===== config.mk =====
export PLATFORM = sky130hd
export DESIGN_NAME = pulse_swallow_div
export DESIGN_NICKNAME = d
export VERILOG_FILES = /design/src/rtl/pulse_swallow_div_pkg.sv /design/src/rtl/psd_cfg_hold.sv /design/src/rtl/psd_prescaler.sv /design/src/rtl/psd_swallow_ctl.sv /design/src/rtl/pulse_swallow_div.sv
export SDC_FILE = /design/constraint.sdc
export NUM_CORES = 1
export LEC_CHECK = 0
export BUFFER_PORTS_ARGS = -buffer_cell sky130_fd_sc_hd__buf_2
export CAP_MARGIN = 20
export CORE_UTILIZATION = 30
export DETAILED_ROUTE_END_ITERATION = 8
export PLACE_DENSITY = 0.46
export SLEW_MARGIN = 20
export SYNTH_ARGS = -nofsm -noshare
export SYNTH_HDL_FRONTEND = slang
export SYNTH_SLANG_ARGS = --single-unit

===== constraint.sdc =====
create_clock -name clk_i -period 2.7 [get_ports clk_i]
set_input_delay 0.405 -clock clk_i [delete_from_list [all_inputs] [get_ports clk_i]]
set_output_delay 0.405 -clock clk_i [all_outputs]
set_load 0.01 [all_outputs]

===== src/rtl/pulse_swallow_div_pkg.sv =====
package pulse_swallow_div_pkg;

  // Width of the swallow (A) value.
  localparam int unsigned SWAL_W = 5;
  // Width of the main (B) value.
  localparam int unsigned MAIN_W = 13;

  // One divider setting as applied to the datapath.
  typedef struct packed {
    logic              hi_pair;
    logic [SWAL_W-1:0] swal;
    logic [MAIN_W-1:0] main;
  } div_cfg_t;

endpackage


===== src/rtl/psd_cfg_hold.sv =====
module psd_cfg_hold
  import pulse_swallow_div_pkg::*;
#(
  parameter int unsigned MAIN_MIN = 3
) (
  input  logic     clk_i,
  input  logic     rst_i,
  input  logic     capture_i,
  input  div_cfg_t req_i,
  output div_cfg_t act_o,
  output logic     ok_o,
  output logic     err_o
);

  localparam logic [MAIN_W-1:0] MAIN_FLOOR = MAIN_W'(MAIN_MIN);
  localparam int unsigned PAD_W = MAIN_W - SWAL_W;

  div_cfg_t act_q;
  logic     err_q;
  logic     req_ok;

  // A legal request keeps the main count at or above the swallow count
  // and at or above the floor needed for the reload to settle.
  always_comb begin
    req_ok = (req_i.main >= {{PAD_W{1'b0}}, req_i.swal}) &&
             (req_i.main >= MAIN_FLOOR);
  end

  always_ff @(posedge clk_i) begin
    if (rst_i) begin
      act_q.hi_pair <= 1'b0;
      act_q.swal    <= '0;
      act_q.main    <= MAIN_FLOOR;
      err_q         <= 1'b0;
    end else if (capture_i) begin
      if (req_ok) begin
        act_q <= req_i;
        err_q <= 1'b0;
      end else begin
        err_q <= 1'b1;
      end
    end
  end

  assign act_o = act_q;
  assign ok_o  = req_ok;
  assign err_o = err_q;

endmodule


===== src/rtl/psd_prescaler.sv =====
module psd_prescaler #(
  parameter int unsigned P_LO_0 = 16,
  parameter int unsigned P_LO_1 = 32
) (
  input  logic clk_i,
  input  logic rst_i,
  input  logic run_i,
  input  logic load_i,
  input  logic pair_i,
  input  logic hi_i,
  output logic tick_o
);

  localparam int unsigned P_BIG = (P_LO_0 > P_LO_1) ? P_LO_0 : P_LO_1;
  localparam int unsigned CNT_W = $clog2(P_BIG + 1);

  logic [CNT_W-1:0] cnt_q;
  logic             pair_q;
  logic             pair_use;
  logic [CNT_W-1:0] p_lo;
  logic [CNT_W-1:0] reload_val;
  logic             tick;

  // On a restart the new pair applies at once; otherwise the stored one.
  always_comb begin
    pair_use   = load_i ? pair_i : pair_q;
    p_lo       = pair_use ? CNT_W'(P_LO_1) : CNT_W'(P_LO_0);
    // Counting from reload_val down to zero takes reload_val+1 cycles.
    reload_val = hi_i ? p_lo : (p_lo - CNT_W'(1));
    tick       = run_i && (cnt_q == '0);
  end

  always_ff @(posedge clk_i) begin
    if (rst_i) begin
      cnt_q  <= '0;
      pair_q <= 1'b0;
    end else begin
      if (load_i || tick) begin
        cnt_q <= reload_val;
      end else if (run_i) begin
        cnt_q <= cnt_q - CNT_W'(1);
      end
      if (load_i) begin
        pair_q <= pair_i;
      end
    end
  end

  assign tick_o = tick;

endmodule


===== src/rtl/psd_swallow_ctl.sv =====
module psd_swallow_ctl
  import pulse_swallow_div_pkg::*;
(
  input  logic              clk_i,
  input  logic              rst_i,
  input  logic              load_i,
  input  logic              tick_i,
  input  logic [SWAL_W-1:0] swal_ld_i,
  input  logic [MAIN_W-1:0] main_ld_i,
  output logic              wrap_o,
  output logic              hi_o,
  output logic [SWAL_W-1:0] swal_rem_o,
  output logic [MAIN_W-1:0] main_rem_o
);

  logic [SWAL_W-1:0] swal_q;
  logic [MAIN_W-1:0] main_q;

  // The period ends on the tick that consumes the last main count.
  // The modulus of the next prescaler period is chosen here: on a reload
  // it follows the incoming swallow value, otherwise the swallow count
  // still remaining after this tick.
  always_comb begin
    wrap_o = tick_i && (main_q == MAIN_W'(1));
    hi_o   = load_i ? (swal_ld_i != '0) : (swal_q > SWAL_W'(1));
  end

  always_ff @(posedge clk_i) begin
    if (rst_i) begin
      swal_q <= '0;
      main_q <= '0;
    end else if (load_i) begin
      swal_q <= swal_ld_i;
      main_q <= main_ld_i;
    end else if (tick_i) begin
      main_q <= main_q - MAIN_W'(1);
      if (swal_q != '0) begin
        swal_q <= swal_q - SWAL_W'(1);
      end
    end
  end

  assign swal_rem_o = swal_q;
  assign main_rem_o = main_q;

endmodule


===== src/rtl/pulse_swallow_div.sv =====
module pulse_swallow_div
  import pulse_swallow_div_pkg::*;
#(
  parameter int unsigned P_LO_0   = 16,
  parameter int unsigned P_LO_1   = 32,
  parameter int unsigned MAIN_MIN = 3
) (
  input  logic              clk_i,
  input  logic              rst_i,
  input  logic              pair_sel_i,
  input  logic [SWAL_W-1:0] swal_i,
  input  logic [MAIN_W-1:0] main_i,
  output logic              fb_pulse_o,
  output logic              cfg_err_o
);

  div_cfg_t          req_cfg;
  div_cfg_t          act_cfg;
  div_cfg_t          nxt_cfg;
  logic              req_ok;
  logic              prime_q;
  logic              load;
  logic              tick;
  logic              wrap;
  logic              hi;
  logic              pulse_q;
  logic [SWAL_W-1:0] swal_rem;
  logic [MAIN_W-1:0] main_rem;

  always_comb begin
    req_cfg.hi_pair = pair_sel_i;
    req_cfg.swal    = swal_i;
    req_cfg.main    = main_i;
    // The setting that governs the period starting at this edge.
    nxt_cfg         = req_ok ? req_cfg : act_cfg;
    load            = wrap || prime_q;
  end

  // One idle cycle after reset in which everything is loaded.
  always_ff @(posedge clk_i) begin
    if (rst_i) begin
      prime_q <= 1'b1;
    end else begin
      prime_q <= 1'b0;
    end
  end

  psd_cfg_hold #(
    .MAIN_MIN (MAIN_MIN)
  ) u_hold (
    .clk_i     (clk_i),
    .rst_i     (rst_i),
    .capture_i (load),
    .req_i     (req_cfg),
    .act_o     (act_cfg),
    .ok_o      (req_ok),
    .err_o     (cfg_err_o)
  );

  psd_prescaler #(
    .P_LO_0 (P_LO_0),
    .P_LO_1 (P_LO_1)
  ) u_pre (
    .clk_i  (clk_i),
    .rst_i  (rst_i),
    .run_i  (!prime_q),
    .load_i (load),
    .pair_i (nxt_cfg.hi_pair),
    .hi_i   (hi),
    .tick_o (tick)
  );

  psd_swallow_ctl u_ctl (
    .clk_i      (clk_i),
    .rst_i      (rst_i),
    .load_i     (load),
    .tick_i     (tick),
    .swal_ld_i  (nxt_cfg.swal),
    .main_ld_i  (nxt_cfg.main),
    .wrap_o     (wrap),
    .hi_o       (hi),
    .swal_rem_o (swal_rem),
    .main_rem_o (main_rem)
  );

  always_ff @(posedge clk_i) begin
    if (rst_i) begin
      pulse_q <= 1'b0;
    end else begin
      pulse_q <= wrap;
    end
  end

  assign fb_pulse_o = pulse_q;

endmodule


Word level (Yosys, flattened, before mapping)
Index checks and enable logic that the tools add are counted.
{"block": "word_totals", "reg_bits": 47, "output_inout_bits": 2}
{"block": "classes", "add_sub_neg": 4, "n_lt_le_gt_ge": 3, "n_eq_ne": 2, "muxes": 14, "reduce_logical": 12}
{"operator": "13-bit two-way mux", "n": 2}
{"operator": "6-bit two-way mux", "n": 4}
{"operator": "19-bit two-way mux", "n": 1}
{"operator": "5-bit two-way mux", "n": 3}
{"operator": "13-bit by 1-bit equality test with 1-bit output (second input constant)", "n": 1}
{"operator": "13-bit by 2-bit greater-or-equal comparator with 1-bit output (second input constant)", "n": 1}
{"operator": "13-bit by 5-bit greater-or-equal comparator with 1-bit output", "n": 1}
{"operator": "13-bit by 1-bit subtractor with 13-bit output (second input constant)", "n": 1}
{"operator": "6-bit by 1-bit subtractor with 6-bit output (second input constant)", "n": 2}
{"operator": "5-bit nonzero test", "n": 2}
{"operator": "6-bit logical NOT", "n": 1}
{"operator": "5-bit by 1-bit > comparator with 1-bit output (second input constant)", "n": 1}
{"operator": "5-bit by 1-bit subtractor with 5-bit output (second input constant)", "n": 1}
{"operator": "1-bit two-way mux", "n": 4}
{"operator": "2-bit nonzero test", "n": 2}
{"operator": "1-bit logical AND", "n": 3}
{"operator": "1-bit logical OR", "n": 2}
{"operator": "2-bit by 1-bit inequality test with 1-bit output (second input constant)", "n": 1}
{"operator": "2-bit AND reduction", "n": 1}
{"operator": "1-bit logical NOT", "n": 1}

Logic depth before layout (Yosys ltp)
Gate-level depths: netlist of the first run.
{"block": "depth", "depth_word": 9, "mapped_depth": 12, "ltp_nobuf": 11}

By module
A second synthesis of the first run with hierarchy kept.
{"block": "unflattened", "cells_unflattened": 312, "area_unflattened_um2": 2847.7}
{"mod": "psd_swallow_ctl", "n_inst": 1, "cells_each": 127, "area_per_inst_um2": 1076.0, "seq_area_each_um2": 360.3}
{"mod": "psd_cfg_hold", "n_inst": 1, "cells_each": 109, "area_per_inst_um2": 973.4, "seq_area_each_um2": 400.4}
{"mod": "psd_prescaler", "n_inst": 1, "cells_each": 50, "area_per_inst_um2": 459.2, "seq_area_each_um2": 140.1}
{"mod": "pulse_swallow_div", "n_inst": 1, "cells_each": 26, "area_per_inst_um2": 339.1, "seq_area_each_um2": 40.0}

Least setup slack after synthesis of the first run
No wires, ideal clock.
{"block": "synth_path", "path_kind": "reg2reg", "start": "reg u_ctl.main_q[1] (netlist: u_ctl.main_rem_o[1])", "end": "reg u_pre.cnt_q[4]", "setup_ns": 0.138, "t_arrival_ns": 2.419, "path_slack_ns": 0.144, "stages_incl_launch_ff": 11, "n_path_buf": 0, "synth_period_minus_slack_ns": 2.556, "cell_sequence": "dfxtp_1 inv_1 ha_1 or4b_4 or4_4 o21ai_4 o311a_1 nand2b_1 ha_1 nor2_1 a211oi_1"}
{"block": "synth_via", "elab_chain_cells": 8}
{"item": "start, declared", "line": "psd_swallow_ctl.sv:17", "rtl": "logic [MAIN_W-1:0] main_q;"}
{"item": "start signal, assigned", "line": "psd_swallow_ctl.sv:34", "rtl": "main_q <= main_ld_i;"}
{"item": "start signal, assigned", "line": "psd_swallow_ctl.sv:36", "rtl": "main_q <= main_q - MAIN_W'(1);"}
{"item": "13-bit by 1-bit equality test with 1-bit output *", "line": "psd_swallow_ctl.sv:24", "rtl": "wrap_o = tick_i && (main_q == MAIN_W'(1));"}
{"item": "1-bit logical AND *", "line": "psd_swallow_ctl.sv:24"}
{"item": "1-bit logical OR *", "line": "pulse_swallow_div.sv:36", "rtl": "load = wrap || prime_q;"}
{"item": "1-bit two-way mux"}
{"item": "6-bit two-way mux", "line": "psd_prescaler.sv:27", "rtl": "p_lo = pair_use ? CNT_W'(P_LO_1) : CNT_W'(P_LO_0);"}
{"item": "6-bit by 1-bit subtractor with 6-bit output", "line": "psd_prescaler.sv:29", "rtl": "reload_val = hi_i ? p_lo : (p_lo - CNT_W'(1));"}
{"item": "6-bit two-way mux", "line": "psd_prescaler.sv:29"}
{"item": "6-bit two-way mux", "line": "psd_prescaler.sv:38", "rtl": "if (load_i || tick) begin"}
{"item": "end signal, assigned", "line": "psd_prescaler.sv:39", "rtl": "cnt_q <= reload_val;"}
{"item": "end signal, assigned", "line": "psd_prescaler.sv:41", "rtl": "cnt_q <= cnt_q - CNT_W'(1);"}
{"item": "end, declared", "line": "psd_prescaler.sv:17", "rtl": "logic [CNT_W-1:0] cnt_q;"}
Mark *: on every way between the ends. The rest lies on a longest branch, timed or not.
A chain may end at the register's enable or synchronous reset.

Worst setup path after layout of the first run
Ends and elaborated chain as after synthesis.

==> metrics.cfg, run 1 <==
[floorplanning]
num_rows = 33
initial_core_util_pct = 31.4
ios = 23
core_area_um2 = 8300
die_h_um = 95.2
fp.dieW_um = 95.2
dieArea_um2 = 9060

[clock_tree]
cts_tree = built
h-tree-depth = 2
cts-root-buf = clkbuf_8
cts_buffers = 5
holdBufCountCts = 0
cts_setup_buffers = 0
cts_resized = 0
clkSlewWorstSetupHoldPaths_ns = 0.09
clock_path_buffers = 2
clk_latency_ns = 0.31
clock-sinks = 47

[route]
dr.pass1.iters = 4
drtIter0Drc = 144
wl_per_cell_um = 15.5
via_count = 2458
postRouteAntennaNets = 0
wl_um = 7230
drc_errors = 0
viasPerCell = 5.26

[place]
gp_congestion = 0.841
numPortBuffers = 22
place_hpwl_um = 5370
dpl_cell_area_um2 = 2960
pre_cts_slack_ns = 0.0680

[sta]
period_needed_ns = 2.49
rsz0062_at_grt = false
clock-skew-final_ns = 0.00707
setup_ws_ns = 0.208
fin_crit_sh_pct = 92.3
finalSetupViolCount = 0
final_max_slew_viol_count = 0
tightest_slew_ns = 0.530
setup_tns_ns = 0
maxSlewHeadroom_pct = 64.7
max_freq_mhz = 401
finalHoldViolCount = 0
fin_hold_ws_ns = 0.343

[global_routing]
grt-ovfl-total = 0
track_usage_pct = 17.4
antenna_found_initial = 0
grt_max_degree = 30
grt_pass1_wl_um = 11900
grt_pass1_vias = 2338

[synth]
synthMuxAreaShare_pct = 4.42
synth_seq_cells = 47
yosys.area_share.xor_xnor_pct = 1.35
synth_adder_area_share_pct = 6.25
synth_top_family_by_area = compound AO/OA/AOI/OAI gates
postSynthCellCount = 324
synth_area_um2 = 2600
syn_nets = 358
ys_seq_area_share_pct = 36.1
ys.warnings.count = 0
synth_cell_types = 50
ys.flop_type = dfxtp_1
synth_edf_count = 0
yosys.area_share.simple_pct = 22.6
syn_avg_cell_area_um2 = 8.04
synth_async_sr_flop_share_pct = 0
synth_compound_area_share_pct = 24.0

[final_layout]
final_common_cell = dfxtp_1
multiInputGateArea_um2 = 1530
design_area_um2 = 3080
seq_area_um2 = 941
final_nets = 395
fill_cells = 877
mostFrequentLayoutCells = dfxtp_1 (47), nand2_1 (41), a21oi_1 (32), nor2_1 (29), buf_4 (24)
synthToLayoutAreaGrowth_pct = 18.3
num_antenna_cells = 0
drive_gt1_share_pct = 18.8

[hold_path]
hp-class = input port to flip-flop
holdPathStages = 3

[job]
cap_violations = 0

[power]
vdd_drop_max_mv = 0.258
cellLeakagePower_nw = 1.22
power_density_nw_per_um2 = 639
power.total_mw = 1.97

[setup_path]
r2r_slack_ns = 0.21
cp_data_arrival_time_ns = 2.67
critPathKind = flip-flop to flip-flop
critPathLaunchType = flip-flop
critPathCaptureType = flip-flop
worstPathMaxFanout = 4
crit_required_ns = 2.88
worst_r2r_path_depth = 10

[outcome]
outcome = complete, no violations

Yosys cell counts, types with 3 or more instances:
master	number	area share, %
o211ai_1	3	0.86
nor4_1	9	2.2
a22oi_1	6	1.7
a211oi_1	10	2.9
buf_2	5	0.96
nand3_1	11	2.1
xor2_1	3	1.0
dfxtp_1	47	36
o21ai_0	8	1.5
nand2b_1	4	0.96
ha_1	13	6.2
nand2_1	41	5.9
mux2_2	4	1.7
o21ai_1	10	1.9
mux2i_1	7	2.7
or4_1	4	1.2
inv_1	15	2.2
nor2_1	29	4.2
a21oi_1	33	6.3
o32ai_1	5	1.7
nor3_1	13	2.5
clkbuf_1	10	1.4
cell type report:
type / instances / area share, %
clock inverter: 3 / 1.42
inverter: 15 / 1.83
clock buffer: 5 / 2.23
tap: 105 / 4.26
sequential: 47 / 30.5
timing repair buffer: 47 / 10.1
multi-input combinational: 245 / 49.6
sequential cells by signal, indices dropped and copies added (netlist names):
register	cells
fb_pulse_o	1
prime_q	1
u_ctl.main_rem_o	13
u_ctl.swal_rem_o	5
u_hold.act_o	19
u_hold.err_o	1
u_pre.cnt_q	6
u_pre.pair_q	1
logic make-up after synthesis:
kind of cell,after synthesis
AO/OA/AOI/OAI,95
XOR/XNOR,4
adder cells (fa/ha/maj),13
buffers and inverters,32
flip-flops,47
multiplexers,11
AND/OR/NAND/NOR,122
path summary, 6_finish.rpt:
path | startpoint | endpoint
worst min-delay path | pair_sel_i | u_hold.act_o[18]$_SDFFE_PP0P_
worst max register to register | u_ctl.main_rem_o[1]$_SDFFE_PP0P_ | u_pre.cnt_q[4]$_SDFFE_PP0P_
worst min register to register | u_hold.err_o$_SDFFE_PP0P_ | u_hold.err_o$_SDFFE_PP0P_
worst max-delay path | u_ctl.main_rem_o[1]$_SDFFE_PP0P_ | u_pre.cnt_q[4]$_SDFFE_PP0P_
critical path, cell delays in order (launching register included):
cell	delay (ns)
dfxtp_1	0.32
inv_1	0.06
ha_1	0.12
or4b_4	0.46
or4_4	0.57
o21ai_4	0.15
o311a_1	0.20
nand2b_1	0.11
ha_1	0.22
nor2_1	0.10
a211oi_1	0.05
power breakdown:
part / switching (mW) / internal, mW
logic: 0.357 / 0.253
registers: 0.0577 / 0.768
clock network: 0.257 / 0.276
through the flow:
| stage | instances | utilization (%) |
|---|---|---|
| floorplan | 324 | - |
| global placement | 459 | 35.7 |
| detailed placement | 459 | 35.7 |
| CTS | 467 | 37.1 |
| global route | 467 | 37.1 |
| finish | 467 | 37.1 |
routing by layer:
metal	track usage (%)	wire length, um	vias to the layer above
met5	0	0	-
met4	4.55	101	0
met3	2.47	204	8
met2	28.0	3290	46
met1	24.1	3640	1149
li1	-	-	1255
No activity file was read; power rests on OpenSTA's default activity.
==> run 2, diff against run 1 <==
--- a/config.mk
+++ b/config.mk
@@ -10,6 +10,7 @@
 export CORE_UTILIZATION = 30
 export DETAILED_ROUTE_END_ITERATION = 8
 export PLACE_DENSITY = 0.46
+export SETUP_SLACK_MARGIN = 0.5
 export SLEW_MARGIN = 20
 export SYNTH_ARGS = -nofsm -noshare
 export SYNTH_HDL_FRONTEND = slang
==> run 2 against run 1 <==
  * Worst hold slack gained 0.011 ns
  * Register-to-register slack lost 0.08 ns
  * Non-clock buffer count increased by 23
  * Clock-buffer cell count up 1
  * Sequential cell count did not move
==> metrics.cfg, run 2 (synthesized netlist as in run 1, its figures left out) <==
[floorplanning]
fp.dieW_um = 95.2  ; unchanged
initial_core_util_pct = 31.4  ; unchanged
die_h_um = 95.2  ; unchanged
dieArea_um2 = 9060  ; unchanged
ios = 23  ; unchanged
core_area_um2 = 8300  ; unchanged
num_rows = 33  ; unchanged

[global_routing]
track_usage_pct = 18.0  ; was 17.4%
grt-ovfl-total = 0  ; unchanged
grt_max_degree = 24  ; was 30
grt_pass1_wl_um = 12600  ; was 11900 um
antenna_found_initial = 0  ; unchanged
grt_pass1_vias = 2423  ; was 2338

[sta]
rsz0062_at_grt = true  ; was false
final_max_slew_viol_count = 0  ; unchanged
setup_tns_ns = 0  ; unchanged
fin_crit_sh_pct = 95.1  ; was 92.3%
finalSetupViolCount = 0  ; unchanged
finalHoldViolCount = 0  ; unchanged
maxSlewHeadroom_pct = 59.8  ; was 64.7%
setup_ws_ns = 0.131  ; was 0.208 ns
tightest_slew_ns = 0.600  ; was 0.530 ns
clock-skew-final_ns = 0.00922  ; was 0.00707 ns
period_needed_ns = 2.57  ; was 2.49 ns
max_freq_mhz = 389  ; was 401 MHz

[final_layout]
post-route-util_pct = 41.9  ; was 37.1%
synthToLayoutAreaGrowth_pct = 33.5  ; was 18.3%
mostFrequentLayoutCells = dfxtp_1 (45), buf_4 (33), a21oi_1 (30), nand2_1 (29), nor2_1 (27)  ; was dfxtp_1 (47), nand2_1 (41), a21oi_1 (32), nor2_1 (29), buf_4 (24)
final_nets = 418  ; was 395
drive_gt1_share_pct = 31.2  ; was 18.8%
seq_area_um2 = 943  ; was 941 um2
largest_reg_flops = 19  ; unchanged
multiInputGateArea_um2 = 1670  ; was 1530 um2
num_antenna_cells = 0  ; unchanged
fill_cells = 854  ; was 877
design_area_um2 = 3480  ; was 3080 um2
final_common_cell = dfxtp_1  ; unchanged

[place]
gp_congestion = 0.804  ; was 0.841
pre_cts_slack_ns = 0.108  ; was 0.0680 ns
numPortBuffers = 22  ; unchanged
dpl_cell_area_um2 = 2940  ; was 2960 um2
place_hpwl_um = 5280  ; was 5370 um

[hold_path]
hp-class = input port to flip-flop  ; unchanged
holdPathStages = 3  ; unchanged

[power]
p_sw_mw = 0.722  ; was 0.671 mW
switching_share_pct = 36.2  ; was 34.1%
vdd_drop_max_mv = 0.218  ; was 0.258 mV
combPwrFrac_pct = 36.3  ; was 31.0%
cellLeakagePower_nw = 1.39  ; was 1.22 nW
power_density_nw_per_um2 = 573  ; was 639 nW/um2
p_int_mw = 1.27  ; was 1.30 mW
power.total_mw = 1.99  ; was 1.97 mW
pwr-share-seq_pct = 41.7  ; was 42.0%
p_clk_share_pct = 22.1  ; was 27.1%

[route]
postRouteAntennaNets = 0  ; unchanged
dr.pass1.iters = 4  ; unchanged
via_count = 2594  ; was 2458
viasPerCell = 5.29  ; was 5.26
wl_per_cell_um = 15.9  ; was 15.5 um
drtIter0Drc = 214  ; was 144
wl_um = 7780  ; was 7230 um
drc_errors = 0  ; unchanged

[setup_path]
critPathLaunchType = flip-flop  ; unchanged
critPathKind = flip-flop to flip-flop  ; unchanged
crit_required_ns = 2.95  ; was 2.88 ns
worstPathMaxFanout = 6  ; was 4
r2r_slack_ns = 0.13  ; was 0.21 ns
worst_r2r_path_depth = 11  ; was 10
cp_data_arrival_time_ns = 2.82  ; was 2.67 ns
critPathCaptureType = flip-flop  ; unchanged

[clock_tree]
clock-sinks = 47  ; unchanged
cts-root-buf = clkbuf_8  ; unchanged
cts_buffers = 5  ; unchanged
clk_latency_ns = 0.31  ; about the same
clkSlewWorstSetupHoldPaths_ns = 0.09  ; about the same
cts_tree = built  ; unchanged
clock_path_buffers = 2  ; unchanged
h-tree-depth = 2  ; unchanged

[job]
cap_violations = 0  ; unchanged

[outcome]
outcome = complete, no violations  ; unchanged

==> run 2: final cells by class <==
cell class | instances | area share, %
repair buffers | 70 | 17.1
well taps | 105 | 3.78
multi-input cells | 245 | 47.9
clock buffers | 6 | 2.09
inverters | 15 | 1.62
clock inverters | 2 | 0.360
flip-flops and latches | 47 | 27.1
==> run 2: final timing paths <==
| path | from | endpoint |
|---|---|---|
| hold reg to reg | u_hold.act_o[4]$_SDFFE_PP0P_ | u_hold.act_o[4]$_SDFFE_PP0P_ |
| setup reg to reg | u_ctl.main_rem_o[1]$_SDFFE_PP0P_ | u_ctl.swal_rem_o[3]$_SDFFE_PP0P_ |
| setup / recovery | u_ctl.main_rem_o[1]$_SDFFE_PP0P_ | u_ctl.swal_rem_o[3]$_SDFFE_PP0P_ |
| hold / removal | pair_sel_i | u_hold.act_o[18]$_SDFFE_PP0P_ |
==> run 2: power by group through the flow <==
stage	sequential, mW	clock, mW	combinational [mW]
4_1_cts	0.829	0.450	0.676
3_3_place_gp	0.845	0	0.599
3_5_place_dp	0.845	0	0.596
6_report	0.830	0.440	0.723
2_1_floorplan	0.836	0	0.417
5_1_grt	0.841	0.470	0.802
==> run 2: critical path, cell delays in order, from the launching register on <==
cell	delay, ns
dfxtp_2	0.33
inv_2	0.06
ha_1	0.13
or4b_4	0.46
or4_4	0.53
o21ai_4	0.18
buf_4	0.14
buf_8	0.12
buf_12	0.12
a21oi_1	0.04
a211o_1	0.28
a21oi_2	0.12
==> run 2: stage by stage <==
stage | hold slack (ns) | instances
floorplan | 0.433 | 324
global route | 0.369 | 490
finish | 0.354 | 490
global placement | 0.442 | 456
detailed placement | 0.449 | 456
CTS | 0.344 | 480
==> run 2: what timing repair did <==
item                                    CTS  global route
setup buffers                            14             9
resized for setup                        32            17
pin swaps                                 7             6
endpoints found under the setup margin   40            45
cloned                                    2             1
hold buffers                              0             0
==> run 2: layer usage <==
metal,up-vias,routed length (um),global-route usage (%)
li1,1298,-,-
met3,12,272,2.31
met2,78,3670,29.4
met4,0,154,5.93
met5,-,0,0
met1,1206,3690,24.5
